### config.mk
export PLATFORM = sky130hd
export DESIGN_NAME = irq_nest_ctl
export DESIGN_NICKNAME = d
export VERILOG_FILES = /design/src/rtl/irq_nest_ctl.sv
export SDC_FILE = /design/constraint.sdc
export NUM_CORES = 1
export LEC_CHECK = 0
export ABC_AREA = 1
export BUFFER_PORTS_ARGS = -buffer_cell sky130_fd_sc_hd__buf_2
export CELL_PAD_IN_SITES_DETAIL_PLACEMENT = 2
export CELL_PAD_IN_SITES_GLOBAL_PLACEMENT = 2
export CORE_ASPECT_RATIO = 0.5
export CORE_MARGIN = 2
export CORE_UTILIZATION = 39
export DETAILED_ROUTE_END_ITERATION = 12
export PLACE_DENSITY_LB_ADDON = 0.1
export SLEW_MARGIN = 20
export SYNTH_ARGS = -nofsm -noshare
export SYNTH_HDL_FRONTEND = slang
export SYNTH_SLANG_ARGS = --single-unit
export TNS_END_PERCENT = 5
### constraint.sdc
create_clock -name clk -period 12.42 [get_ports clk]
set_input_delay 2.484 -clock clk [delete_from_list [all_inputs] [get_ports clk]]
set_output_delay 2.484 -clock clk [all_outputs]
set_load 0.05 [all_outputs]
### src/rtl/irq_nest_ctl.sv
module irq_nest_ctl #(
  parameter int N_REQ     = 8,
  parameter int STK_DEPTH = 8,
  parameter int IDX_W     = (N_REQ > 1) ? $clog2(N_REQ) : 1
) (
  input  logic               clk,
  input  logic               rst_n,
  input  logic [N_REQ-1:0]   req_i,
  input  logic [2*N_REQ-1:0] prio_i,
  input  logic               en_set,
  input  logic               en_clr,
  input  logic               trap_i,
  input  logic               save_i,
  input  logic               ret_irq_i,
  input  logic               ret_trap_i,
  input  logic               pop_i,
  input  logic               wr_en,
  input  logic [7:0]         wr_data,
  output logic [7:0]         stat_o,
  output logic               ack_o,
  output logic [IDX_W-1:0]   ack_idx_o,
  output logic               ovf_o,
  output logic               unf_o
);
  localparam int SP_W  = $clog2(STK_DEPTH + 1);
  localparam int PTR_W = (STK_DEPTH > 1) ? $clog2(STK_DEPTH) : 1;
  localparam logic [7:0] RST_VAL = 8'h06;

  logic [7:0]       stat_q;
  logic [7:0]       stk [STK_DEPTH];
  logic [SP_W-1:0]  sp;
  logic             found;
  logic [1:0]       best_p;
  logic [IDX_W-1:0] best_i;

  always_comb begin
    found  = 1'b0;
    best_p = 2'd3;
    best_i = '0;
    for (int i = 0; i < N_REQ; i++) begin
      if (req_i[i] && prio_i[2*i +: 2] <= stat_q[2:1] &&
          (!found || prio_i[2*i +: 2] < best_p)) begin
        found  = 1'b1;
        best_p = prio_i[2*i +: 2];
        best_i = IDX_W'(i);
      end
    end
  end

  wire take    = stat_q[7] & found;
  wire do_trap = !take & trap_i;
  wire do_save = !take & !trap_i & save_i;
  wire push    = take | trap_i | save_i;
  wire restore = !push & (ret_irq_i | ret_trap_i | pop_i);
  wire do_wr   = !push & !restore & wr_en;
  wire do_set  = !push & !restore & !wr_en & en_set;
  wire do_clr  = !push & !restore & !wr_en & !en_set & en_clr;
  wire full    = (sp == SP_W'(STK_DEPTH));
  wire empty   = (sp == '0);
  wire [SP_W-1:0] sp_dn = sp - SP_W'(1);
  wire [1:0] new_lvl = (best_p == 2'd0) ? 2'd0 : best_p - 2'd1;

  always_ff @(posedge clk or negedge rst_n) begin
    if (!rst_n) begin
      stat_q    <= RST_VAL;
      sp        <= '0;
      ack_o     <= 1'b0;
      ack_idx_o <= '0;
      ovf_o     <= 1'b0;
      unf_o     <= 1'b0;
    end else begin
      ack_o     <= take;
      ack_idx_o <= take ? best_i : '0;
      ovf_o     <= push & full;
      unf_o     <= restore & empty;
      if (push && !full) begin
        stk[sp[PTR_W-1:0]] <= stat_q;
        sp <= sp + SP_W'(1);
      end
      if (take)          stat_q <= {1'b0, stat_q[6:3], new_lvl, stat_q[0]};
      else if (do_trap)  stat_q <= {1'b0, stat_q[6:0]};
      else if (do_save)  stat_q <= stat_q;
      else if (restore) begin
        if (empty) stat_q <= RST_VAL;
        else begin
          stat_q <= stk[sp_dn[PTR_W-1:0]];
          sp     <= sp_dn;
        end
      end
      else if (do_wr)    stat_q <= wr_data;
      else if (do_set)   stat_q[7] <= 1'b1;
      else if (do_clr)   stat_q[7] <= 1'b0;
    end
  end

  assign stat_o = stat_q;


  ack_clears_en_chk: assert property (@(posedge clk) disable iff (!rst_n)
    ack_o |-> !stat_q[7]);

  ack_needs_en_chk: assert property (@(posedge clk) disable iff (!rst_n)
    ack_o |-> $past(stat_q[7]));

  lvl_never_rises_chk: assert property (@(posedge clk) disable iff (!rst_n)
    ack_o |-> stat_q[2:1] <= $past(stat_q[2:1]));

  ovf_when_full_chk: assert property (@(posedge clk) disable iff (!rst_n)
    ovf_o |-> $past(sp) == SP_W'(STK_DEPTH) && $stable(sp));

  unf_loads_reset_chk: assert property (@(posedge clk) disable iff (!rst_n)
    unf_o |-> stat_q == RST_VAL && sp == '0);

  ovf_unf_excl_chk: assert property (@(posedge clk) disable iff (!rst_n)
    !(ovf_o && unf_o));

  ack_idx_range_chk: assert property (@(posedge clk) disable iff (!rst_n)
    ack_o |-> 32'(ack_idx_o) < N_REQ);
endmodule

== After elaboration in Yosys (flattened, before gate mapping) ==
Memories as Yosys holds them, arrays and structs flattened.
Index checks and enable logic that the tools add are counted.

* Bits of input ports: 42
* Bits in latches: 0
* Bits in read-only memories: 0
* Memories: 1
* Memory bits (writable): 64
* Word-level logic and storage cells: 139
* Output and inout bits: 14
* Bits in registers: 18

{| class="wikitable"
|+ Memory list
! name !! depth !! bits a word !! read ports !! clocked after Yosys merged registers in !! write ports !! line !! source
|-
| stk || 8 || 8 || 1 || 0 || 1 || 30 || <nowiki>logic [7:0] stk [STK_DEPTH];</nowiki>
|}

* Bitwise operators: 20
* Reductions and logical operators: 46
* Shifts and indexed selects: 0
* Div/mod/pow operators: 0
* Eq/ne operators: 4
* Magnitude comparators: 15
* Multiplexer cells: 42
* Add/sub/neg operators: 3
* $mul: 0

{| class="wikitable"
|+ Operators with widths
! operator !! number
|-
| 2-to-1 mux 8 bit || 5
|-
| 2-to-1 mux 4 bit || 6
|-
| 2-to-1 mux 3 bit || 7
|-
| 2-to-1 mux 2 bit || 9
|-
| logical AND 1 bit || 17
|-
| less-or-equal comparator 2 bit || 8
|-
| logical NOT 1 bit || 14
|-
| < comparator 2 bit || 7
|-
| 2-to-1 mux 1 bit || 14
|-
| AND 1 bit || 13
|-
| logical OR 1 bit || 7
|-
| 2-to-1 mux 7 bit || 1
|-
| nonzero test 6 bit || 1
|-
| adder 4 x 1 -> 4 bit, second input constant || 1
|-
| equality test 4 bit, second input constant || 1
|-
| logical NOT 4 bit || 1
|-
| != test 2 bit, second input constant || 2
|-
| OR 1 bit || 4
|-
| AND reduction 4 bit || 1
|-
| subtractor 4 x 1 -> 4 bit, second input constant || 1
|-
| != test 3 bit, second input constant || 1
|-
| NOT 1 bit || 3
|-
| AND reduction 3 bit || 1
|-
| nonzero test 3 bit || 1
|-
| other kinds (4) || 4
|}

== Logic depth before layout (Yosys ltp) ==
Gate-level depths: netlist of run 1.

* Word-level depth: 48
* Depth in mapped cells: 51
* Depth with buffers taken out: 51

== Worst setup path after synthesis of run 1 ==
No wires, ideal clock.

* Path kind: in2reg
* From: input port prio_i[3]
* To: register stat_q[1] (netlist: stat_o[1])
* Setup slack: 5.630 ns
* Stages: 45
* Arrival: 6.721 ns
* Data required time: 12.352 ns
* Cell sequence: ha_1 inv_1 o21bai_4 a21boi_2 nand4_1 nand2_1 nand3_2 nand2_4 nand2_4 nand2_2 nand2_2 nor2_1 nand2_1 nand2_2 nand2_4 nand2_1 nand2_1 nor2_1 [... 9 more ...] o21ai_0 ha_1 nand2_1 nand2_1 nand2_2 nand2_2 inv_2 nand2_1 o21a_1 ha_1 nand2_1 nand2_1 nand2_2 nand2_2 nand2_2 nand2_1 nand3_1 a21oi_2

* Cells in the longest elaborated chain, start to end: 38

{| class="wikitable"
|+ Ends and longest elaborated chain
! what !! line !! source
|-
| start, declared || 9 || <nowiki>input logic [2*N_REQ-1:0] prio_i,</nowiki>
|-
| less-or-equal comparator 2 bit / < comparator 2 bit (equally long branches) || 41, 42 ||
|-
| logical AND 1 bit / logical OR 1 bit (equally long branches) || 41, 42 ||
|-
| logical AND 1 bit || 41 || <nowiki>if (req_i[i] && prio_i[2*i +: 2] <= stat_q[2:1] &&</nowiki>
|-
| 2-to-1 mux 2 bit / 2-to-1 mux 1 bit (equally long branches) || 41 ||
|-
| < comparator 2 bit / logical NOT 1 bit (equally long branches) || 42 || <nowiki>(!found || prio_i[2*i +: 2] < best_p)) begin</nowiki>
|-
| logical OR 1 bit || 42 ||
|-
| logical AND 1 bit || 41 ||
|-
| 2-to-1 mux 2 bit / 2-to-1 mux 1 bit (equally long branches) || 41 ||
|-
| [... 20 more ...] || -- ||
|-
| AND 1 bit || 50 || <nowiki>wire take = stat_q[7] & found;</nowiki>
|-
| OR 1 bit (2 in a row) || 53 || <nowiki>wire push = take | trap_i | save_i;</nowiki>
|-
| logical NOT 1 bit || 54, 55 ||
|-
| AND 1 bit || 54 || <nowiki>wire restore = !push & (ret_irq_i | ret_trap_i | pop_i);</nowiki>
|-
| logical NOT 1 bit || 55 || <nowiki>wire do_wr = !push & !restore & wr_en;</nowiki>
|-
| AND 1 bit (2 in a row) || 55 ||
|-
| nonzero test 3 bit (no source line) || -- ||
|-
| AND reduction 3 bit (no source line) || -- ||
|-
| end signal, assigned || 80 || <nowiki>if (take) stat_q <= {1'b0, stat_q[6:3], new_lvl, stat_q[0]};</nowiki>
|-
| end signal, assigned || 81 || <nowiki>else if (do_trap) stat_q <= {1'b0, stat_q[6:0]};</nowiki>
|-
| end signal, assigned || 82 || <nowiki>else if (do_save) stat_q <= stat_q;</nowiki>
|-
| end, declared || 29 || <nowiki>logic [7:0] stat_q;</nowiki>
|}

Several ways; a longest one is shown, not always the timed one. The select of a mux whose other input is x is not followed.
A chain may end at the register's enable or synchronous reset.

== Final worst setup path of run 1 ==
Ends and elaborated chain as after synthesis.

==> reports/metrics.csv, run 1 <==
metric,value,unit
rr_worst_depth,46,
ys_ff_latch,82,
r2r_slack,6400,ps
path_buf_inv,3,
start_util,40.3,%
rsz0062_at_grt,false,
reg2reg_to,stat_o[1]$_DFFE_PN1P_,
fin_tns_setup,0,ps
hold_depth,1,
regArea,2370,sq um
netlist_instances,474,
rr_startpoint,stat_o[2]$_DFFE_PN1P_,
period_needed,7300,ps
rows,27,
grt_max_degree,35,
crit_path_max_fanout,6,
hpwl,9.72,mm
fill_cells,1182,
syn_avg_cell_area,9.39,sq um
maxCapViolCount,0,
avgViaCountPerCell,5.39,
synth_nets,537,
num_vias,3678,
post_cts_buffers,0,
gp_congestion,0.738,
power_density,280,nW/um^2
clock_path_buffers,2,
ys.flop_type,edfxtp_1,
core,11000,sq um
seq_area_frac_synth,53.3,%
setup_viol_count_final,0,
ir_drop,0.0959,mV
grt_pass1_vias,4097,
htreeDepth,3,
num_io_pins,56,
critPathTopFamily,simple AND/OR/NAND/NOR gates,
insertion_delay,340,ps
placed_area,4910,sq um
utilization,47.2,%
ys_top_cells_by_area,"edfxtp_1 43%, nand2_1 9.4%, dfrtp_1 9.0%",
numCtsBuffers,9,
dr.pass1.iters,4,
diodes,0,
crit_type,in2reg,
clk_pin_slew,60,ps
clockRootBuffer,clkbuf_16,
fmax,137,MHz
min-delay-start,sp[3]$_DFF_PN0_,
setup.worst_path.end_class,flop,
layout-drive-gt1-share,20.5,%
slew_headroom,30.6,%
syn_area,4450,sq um
crit_path_top_delay_cell,ha_1,
cts_tree,done,
min_path_type,reg2reg,
synth_top_area_share,43.2,%
ys_types,38,
async_flop_share,22.0,%
fin_skew,6.14,ps
syn_to_final_growth,17.1,%
numClockSinks,82,
synth_area_leader_cell,edfxtp_1,
portBuffers,55,
finish.instance_area,5220,sq um
yosys_warnings,0,
die_w,155,um
multi_input_area,1820,sq um
status,completed,
nets,596,
synth_edf_count,64,
ant_nets,0,
grt_use_total,23.7,%
cts.repair.resized,0,
grt-ovfl-total,0,
grt_pass1_wl,21.8,mm
die_h,79.5,um
cp.arrival,7570,ps
antenna_found_initial,0,
hold_viol,0,
route.detailed.drc,0,
worst_pin_slew,1040,ps
die-area,12300,sq um
holdPathEnd,unf_o$_DFF_PN0_,
critPathLaunchType,primary input,
cts_hold_buf,0,
wirelength,13.8,mm
crit_top_cell,nand2_1,
timing.final.crit_share,58.8,%
drv_slew,0,
max_stage_delay,310,ps
crit_required,12690,ps
wl_per_cell,20.2,um
p_leak,2.35,nW
first_iter_violations,164,
state kept, by name (all words and copies together), names as in the netlist:
register,count
sp,4
stk,64
ovf_o,1
ack_o,1
stat_o,8
unf_o,1
ack_idx_o,3
placed cells by master (no fill, tap or decap), drive strengths merged, types with 12 or more instances in the layout:
cell type  instances
clkbuf            12
a21oi             16
inv               59
nand3             29
edfxtp            64
buf               60
dfrtp             16
ha                21
nand2            130
o21ai             35
nor2              34
final cells by class:
cell class | instances | share of cell area (%)
Timing Repair Buffer | 60 | 6.00
Tap cell | 145 | 3.48
Inverter | 60 | 4.32
Multi-Input combinational cell | 320 | 34.9
Clock inverter | 3 | 1.25
Clock buffer | 12 | 4.53
Sequential cell | 82 | 45.5
cell usage after synthesis (7+ instances only):
cell and count:
nor3_1 8, a21oi_1 14, ha_1 21, nand2_1 112, dfrtp_1 16, clkbuf_1 11, edfxtp_1 64, inv_1 52
nand3_1 26, inv_2 7, a32oi_1 8, nor2_1 33, o221ai_1 8, o21ai_0 33, nand2_2 15, mux2i_1 9
routing by layer:
| metal | vias up | part of all wire [%] | track usage, % |
|---|---|---|---|
| met1 | 1846 | 44 | 28.2 |
| li1 | 1747 | - | - |
| met4 | 0 | 1.6 | 6.94 |
| met3 | 17 | 3.9 | 5.10 |
| met2 | 68 | 51 | 43.5 |
| met5 | - | 0 | 0 |
cell families after synthesis:
logic type | after synthesis | share of synthesized area [%]
and+or+nand+nor | 207 | 20.6
DFF | 82 | 53.3
AOI/OAI and AO/OA | 81 | 11.7
buffers and inverters | 72 | 6.07
adders and majority gates | 21 | 5.90
muxes | 9 | 2.02
xor gates and xnor gates | 2 | 0.394
stage by stage:
step | instances | hold slack, ps | worst slack, ps | total power, mW
floorplan | 474 | 473 | 5630 | 0.951
global placement | 667 | 503 | 5010 | 1.14
detailed placement | 667 | 498 | 4780 | 1.18
CTS | 682 | 521 | 5060 | 1.48
global route | 682 | 547 | 4490 | 1.57
finish | 682 | 521 | 5120 | 1.46
power breakdown:
group / leakage, nW / internal, mW / switching, mW / total (mW)
Clock: 0.147 / 0.175 / 0.104 / 0.279
Combinational: 1.39 / 0.219 / 0.508 / 0.728
Sequential: 0.811 / 0.386 / 0.0672 / 0.453
worst max path at each step:
stage	startpoint	endpoint	slack, ps	cells past startpoint
6_report	prio_i[3]	stat_o[1]$_DFFE_PN1P_	5120	46
5_1_grt	prio_i[1]	stat_o[1]$_DFFE_PN1P_	4490	48
4_1_cts	prio_i[3]	stat_o[1]$_DFFE_PN1P_	5060	46
3_5_place_dp	prio_i[3]	stat_o[2]$_DFFE_PN1P_	4780	46
3_3_place_gp	prio_i[3]	stat_o[2]$_DFFE_PN1P_	5010	46
2_1_floorplan	prio_i[3]	stat_o[1]$_DFFE_PN1P_	5630	45
Note: power is estimated with default switching activity, not from simulation.
==> inputs of run 2 (changes only) <==
--- a/config.mk
+++ b/config.mk
@@ -5,7 +5,7 @@
 export SDC_FILE = /design/constraint.sdc
 export NUM_CORES = 1
 export LEC_CHECK = 0
-export ABC_AREA = 1
+export ABC_AREA = 0
 export BUFFER_PORTS_ARGS = -buffer_cell sky130_fd_sc_hd__buf_2
 export CELL_PAD_IN_SITES_DETAIL_PLACEMENT = 2
 export CELL_PAD_IN_SITES_GLOBAL_PLACEMENT = 2
==> constraint.sdc (replaced) <==
create_clock -name clk -period 7.6 [get_ports clk]
set_input_delay 1.52 -clock clk [delete_from_list [all_inputs] [get_ports clk]]
set_output_delay 1.52 -clock clk [all_outputs]
set_load 0.05 [all_outputs]
==> run 2 against run 1 <==
Net effect: clock power increased by 55%; sequential share of layout area shrank 0.17 points; via count decreased by 5.2%; critical path depth down 18; register-to-register slack lost 5400 ps; critical path type unchanged; largest cell class unchanged; highest routed layer unchanged.
==> reports/metrics.csv, run 2 <==
metric,value,unit
antenna_found_initial,0,
reg2reg_to,stat_o[2]$_DFFE_PN1P_,
first_iter_violations,252,
yosysMostFrequentCell,edfxtp_1,
diodes,0,
grt_pass1_vias,3861,
maxCapViolCount,0,
synth_nets,450,
rsz0062_at_grt,false,
synth_edf_count,64,
ys_types,61,
grt_use_total,23.7,%
synth_common_cells,"64 x edfxtp_1, 37 x nand2_1, 28 x nor2_1",
netlist_instances,387,
dr.pass1.iters,4,
hpwl,9.80,mm
synth_top_area_share,42.5,%
syn_avg_cell_area,11.7,sq um
hold_ws,603,ps
worst_pin_slew,1080,ps
p_leak,2.03,nW
async_flop_share,22.0,%
finish.instance_area,5240,sq um
grt-ovfl-total,0,
post_cts_buffers,0,
die_w,156,um
period_needed,6970,ps
route.detailed.drc,0,
largest_register_ffs,64,
placed_cells,574,
rows,27,
wirelength,14.0,mm
syn_to_final_growth,15.9,%
portBuffers,55,
fill_cells,1128,
grt_pass1_wl,21.6,mm
gp_congestion,0.774,
r2r_slack,980,ps
power_density,426,nW/um^2
hold_depth,0,
layout.cells.most_common,edfxtp_1,
synth_area_leader_cell,edfxtp_1,
drv_slew,0,
ys_top_cells_by_area,"edfxtp_1 43%, dfrtp_1 8.9%, mux4_2 8.0%",
core,11100,sq um
cts_hold_buf,0,
layout_common_cells,"64 x edfxtp_1, 55 x buf_2, 37 x nand2_1, 28 x nor2_1, 25 x a21oi_1",
ys.flop_type,edfxtp_1,
met2_usage,42.7,%
timing.final.crit_share,91.7,%
multi_input_area,2000,sq um
crit_type,in2reg,
yosys_warnings,0,
cts_tree,done,
holdPathEnd,stk[3][2]$_DFFE_PP_,
grt_use_met3,4.26,%
num_io_pins,56,
grt_max_degree,27,
rr_startpoint,stat_o[2]$_DFFE_PN1P_,
clk_pin_slew,60,ps
grtUsageMet1,28.0,%
clock_path_buffers,2,
critPathLaunchType,primary input,
min_path_type,reg2reg,
fin_cells,590,
regArea,2370,sq um
fin_skew,4.43,ps
hold_viol,0,
placed_area,4950,sq um
slew_headroom,27.4,%
setup_viol_count_final,0,
crit_path_max_fanout,5,
nets,503,
fin_tns_setup,0,ps
numCtsBuffers,9,
clockRootBuffer,clkbuf_16,
ir_drop,0.145,mV
fin_total_pwr,2.23,mW
status,completed,
layout-drive-gt1-share,25.2,%
cts.repair.resized,0,
die_h,80.1,um
numClockSinks,82,
setup.worst_path.end_class,flop,
wl_per_cell,23.8,um
rr_worst_depth,27,
crit_required,7860,ps
die-area,12500,sq um
seq_area_frac_synth,52.6,%
htreeDepth,3,
start_util,40.5,%
fmax,144,MHz
ys_ff_latch,82,
num_vias,3486,
ant_nets,0,
grt_busiest_layer,met2,
cp.arrival,7220,ps
syn_area,4520,sq um
avgViaCountPerCell,5.91,
min-delay-start,stat_o[2]$_DFFE_PN1P_,
insertion_delay,350,ps
-- run 2: worst max path at each step --
stage	from	endpoint	slack, ps	depth (start not counted)
3_3_place_gp	prio_i[2]	stat_o[2]$_DFFE_PN1P_	700	29
2_1_floorplan	prio_i[0]	stat_o[1]$_DFFE_PN1P_	960	27
6_report	prio_i[0]	stat_o[2]$_DFFE_PN1P_	630	28
5_1_grt	prio_i[0]	stat_o[1]$_DFFE_PN1P_	80	28
3_5_place_dp	prio_i[0]	stat_o[2]$_DFFE_PN1P_	280	28
4_1_cts	prio_i[0]	stat_o[2]$_DFFE_PN1P_	620	28
-- run 2: critical path, stage by stage --
cell and delay (ps):
buf_2 110, inv_1 60, ha_1 290, and3_1 190
a21o_1 230, a222oi_1 270, buf_4 190, and2_1 150
inv_1 60, a31oi_1 190, inv_1 70, ha_1 200
a21boi_0 140, nor3_1 180, a31o_1 240, mux2i_1 330
ha_1 290, or2_2 300, a21oi_1 200, o21bai_1 200
mux2_4 340, ha_1 270, or2_2 300, a21oi_1 160
inv_1 80, o41ai_2 80, mux2_2 410, o31ai_1 210
-- run 2: kinds of logic after synthesis --
kind of cell    Yosys count  synth area share, %
simple gates            118                 13.0
compound gates           98                 14.7
flops                    82                 52.6
buf+inv                  41                 3.46
fa+ha+maj                24                 6.48
mux                      21                 9.22
xor+xnor                  3                0.582
-- run 2: area by class of cell --
class	instances	area share, %
inverters	24	1.72
flip-flops and latches	82	45.4
clock buffers	10	4.37
well taps	145	3.47
clock inverters	6	1.10
multi-input cells	264	38.1
repair buffers	59	5.83
-- run 2: power by group --
group          leakage, nW  internal, mW  switching, mW
logic                 1.09         0.410          0.657
clock network        0.142         0.252          0.180
registers            0.800         0.616          0.113
-- run 2: stage by stage --
stage	util, %	setup slack [ps]
floorplan	-	961
global placement	44.4	696
detailed placement	44.4	279
CTS	47.0	623
global route	47.0	75.3
finish	47.0	633
-- run 2: layer usage --
layer	vias up	part of all wire, %
li1	1582	-
met1	1766	40
met2	107	53
met3	31	4.3
met4	0	2.8
met5	-	0
==> inputs of run 3 (changes only) <==
--- a/config.mk
+++ b/config.mk
@@ -5,13 +5,13 @@
 export SDC_FILE = /design/constraint.sdc
 export NUM_CORES = 1
 export LEC_CHECK = 0
-export ABC_AREA = 0
+export ABC_AREA = 1
 export BUFFER_PORTS_ARGS = -buffer_cell sky130_fd_sc_hd__buf_2
 export CELL_PAD_IN_SITES_DETAIL_PLACEMENT = 2
 export CELL_PAD_IN_SITES_GLOBAL_PLACEMENT = 2
 export CORE_ASPECT_RATIO = 0.5
 export CORE_MARGIN = 2
-export CORE_UTILIZATION = 39
+export CORE_UTILIZATION = 36
 export DETAILED_ROUTE_END_ITERATION = 12
 export PLACE_DENSITY_LB_ADDON = 0.1
 export SLEW_MARGIN = 20
==> run 3 against run 2 <==
Net effect: critical path depth increased by 18; sequential power rose by 0.7%; first-iteration DRC count decreased by 38%; combinational power is 11% higher; critical path type unchanged; largest cell class unchanged.
==> reports/metrics.csv, run 3 (synthesis gave the netlist of run 1 again) <==
metric,value,unit
grt_pass1_wl,21.4,mm
num_io_pins,56,
htreeDepth,3,
path_buf_inv,3,
insertion_delay,350,ps
rows,28,
first_iter_violations,155,
dr.pass1.iters,5,
worst_pin_slew,1040,ps
start_util,37.3,%
nets,597,
ir_drop,0.139,mV
die_w,161,um
timing.final.crit_share,81.9,%
numClockSinks,82,
portBuffers,55,
antenna_found_initial,0,
rr_startpoint,stat_o[2]$_DFFE_PN1P_,
grt_max_degree,35,
drv_slew,0,
max_stage_delay,300,ps
layout-drive-gt1-share,21.2,%
critPathTopFamily,simple AND/OR/NAND/NOR gates,
largest_register_ffs,64,
setup.worst_path.end_class,flop,
power_density,451,nW/um^2
wl_per_cell,19.2,um
reg2reg_to,stat_o[1]$_DFFE_PN1P_,
core,11900,sq um
min_path_type,reg2reg,
maxCapViolCount,0,
grt-ovfl-total,0,
hold_depth,1,
die-area,13300,sq um
crit_top_cell,nand2_1,
hold_viol,0,
crit_path_max_fanout,6,
clockRootBuffer,clkbuf_16,
syn_to_final_growth,17.8,%
rsz0062_at_grt,false,
post_cts_buffers,0,
slew_headroom,30.6,%
grt_use_total,21.5,%
diodes,0,
numCtsBuffers,9,
clk_pin_slew,60,ps
route.detailed.drc,0,
cts_tree,done,
gp_congestion,0.721,
rr_worst_depth,46,
avgViaCountPerCell,5.19,
fin_skew,8.15,ps
wirelength,13.5,mm
num_vias,3651,
status,completed,
cp.arrival,6510,ps
crit_path_top_delay_cell,ha_1,
period_needed,6230,ps
die_h,82.6,um
min-delay-start,sp[3]$_DFF_PN0_,
crit_type,in2reg,
critPathLaunchType,primary input,
grt_pass1_vias,3994,
layout.cells.most_common,nand2_1,
fin_tns_setup,0,ps
holdPathEnd,unf_o$_DFF_PN0_,
cts.repair.resized,0,
cts_hold_buf,0,
clock_path_buffers,2,
p_leak,2.36,nW
r2r_slack,1690,ps
ant_nets,0,
setup_viol_count_final,0,
fmax,161,MHz
utilization,43.9,%
layout_common_cells,"112 x nand2_1, 64 x edfxtp_1, 55 x buf_2, 52 x inv_1",
hpwl,9.55,mm
crit_required,7880,ps
-- run 3: cell count changes in the layout (fill, tap and decap cells not counted), moves of 11 or more --
cell	change
inv_1	+29
nand3_1	+18
o21ai_0	+20
nand2_2	+15
a21oi_1	-11
mux4_2	-16
nand2_1	+75
-- run 3: routing by layer --
metal / share of wire, % / vias to the layer above / track usage [%]
li1: - / 1741 / -
met1: 43 / 1822 / 25.1
met2: 52 / 67 / 40.5
met3: 3.4 / 21 / 4.00
met4: 1.6 / 0 / 8.04
met5: 0 / - / 0
-- run 3: where the power goes --
| group | switching (mW) | internal [mW] | leakage (nW) |
|---|---|---|---|
| sequential | 0.105 | 0.630 | 0.811 |
| combinational | 0.827 | 0.363 | 1.40 |
| clock | 0.179 | 0.261 | 0.146 |
| total | 1.11 | 1.25 | 2.36 |
-- run 3: through the flow --
| step | instance area, sq um | total power [mW] | hold WS [ps] | setup WS, ps | std cells |
|---|---|---|---|---|---|
| floorplan | 4450 | 1.55 | 473 | 1770 | 474 |
| global placement | 4940 | 1.87 | 505 | 1170 | 688 |
| detailed placement | 4950 | 1.94 | 508 | 928 | 688 |
| CTS | 5250 | 2.40 | 523 | 1280 | 704 |
| global route | 5250 | 2.56 | 564 | 737 | 704 |
| finish | 5250 | 2.36 | 516 | 1370 | 704 |
-- run 3: layout make-up --
type / count / area, sq um
fillers: 1317 / 6700
well taps: 165 / 206
multi-input cells: 320 / 1820
repair buffers: 61 / 320
inverters: 60 / 225
flip-flops and latches: 82 / 2370
clock buffers: 10 / 239
clock inverters: 6 / 56.3
-- run 3: worst max-delay path by stage --
stage              start                     to  slack (ps)  cells past startpoint
3_3_place_gp   prio_i[3]  stat_o[2]$_DFFE_PN1P_        1170                     46
3_5_place_dp   prio_i[1]  stat_o[1]$_DFFE_PN1P_         930                     48
5_1_grt        prio_i[1]  stat_o[1]$_DFFE_PN1P_         740                     48
6_report       prio_i[3]  stat_o[1]$_DFFE_PN1P_        1370                     46
4_1_cts        prio_i[1]  stat_o[1]$_DFFE_PN1P_        1280                     48
2_1_floorplan  prio_i[3]  stat_o[1]$_DFFE_PN1P_        1770                     45
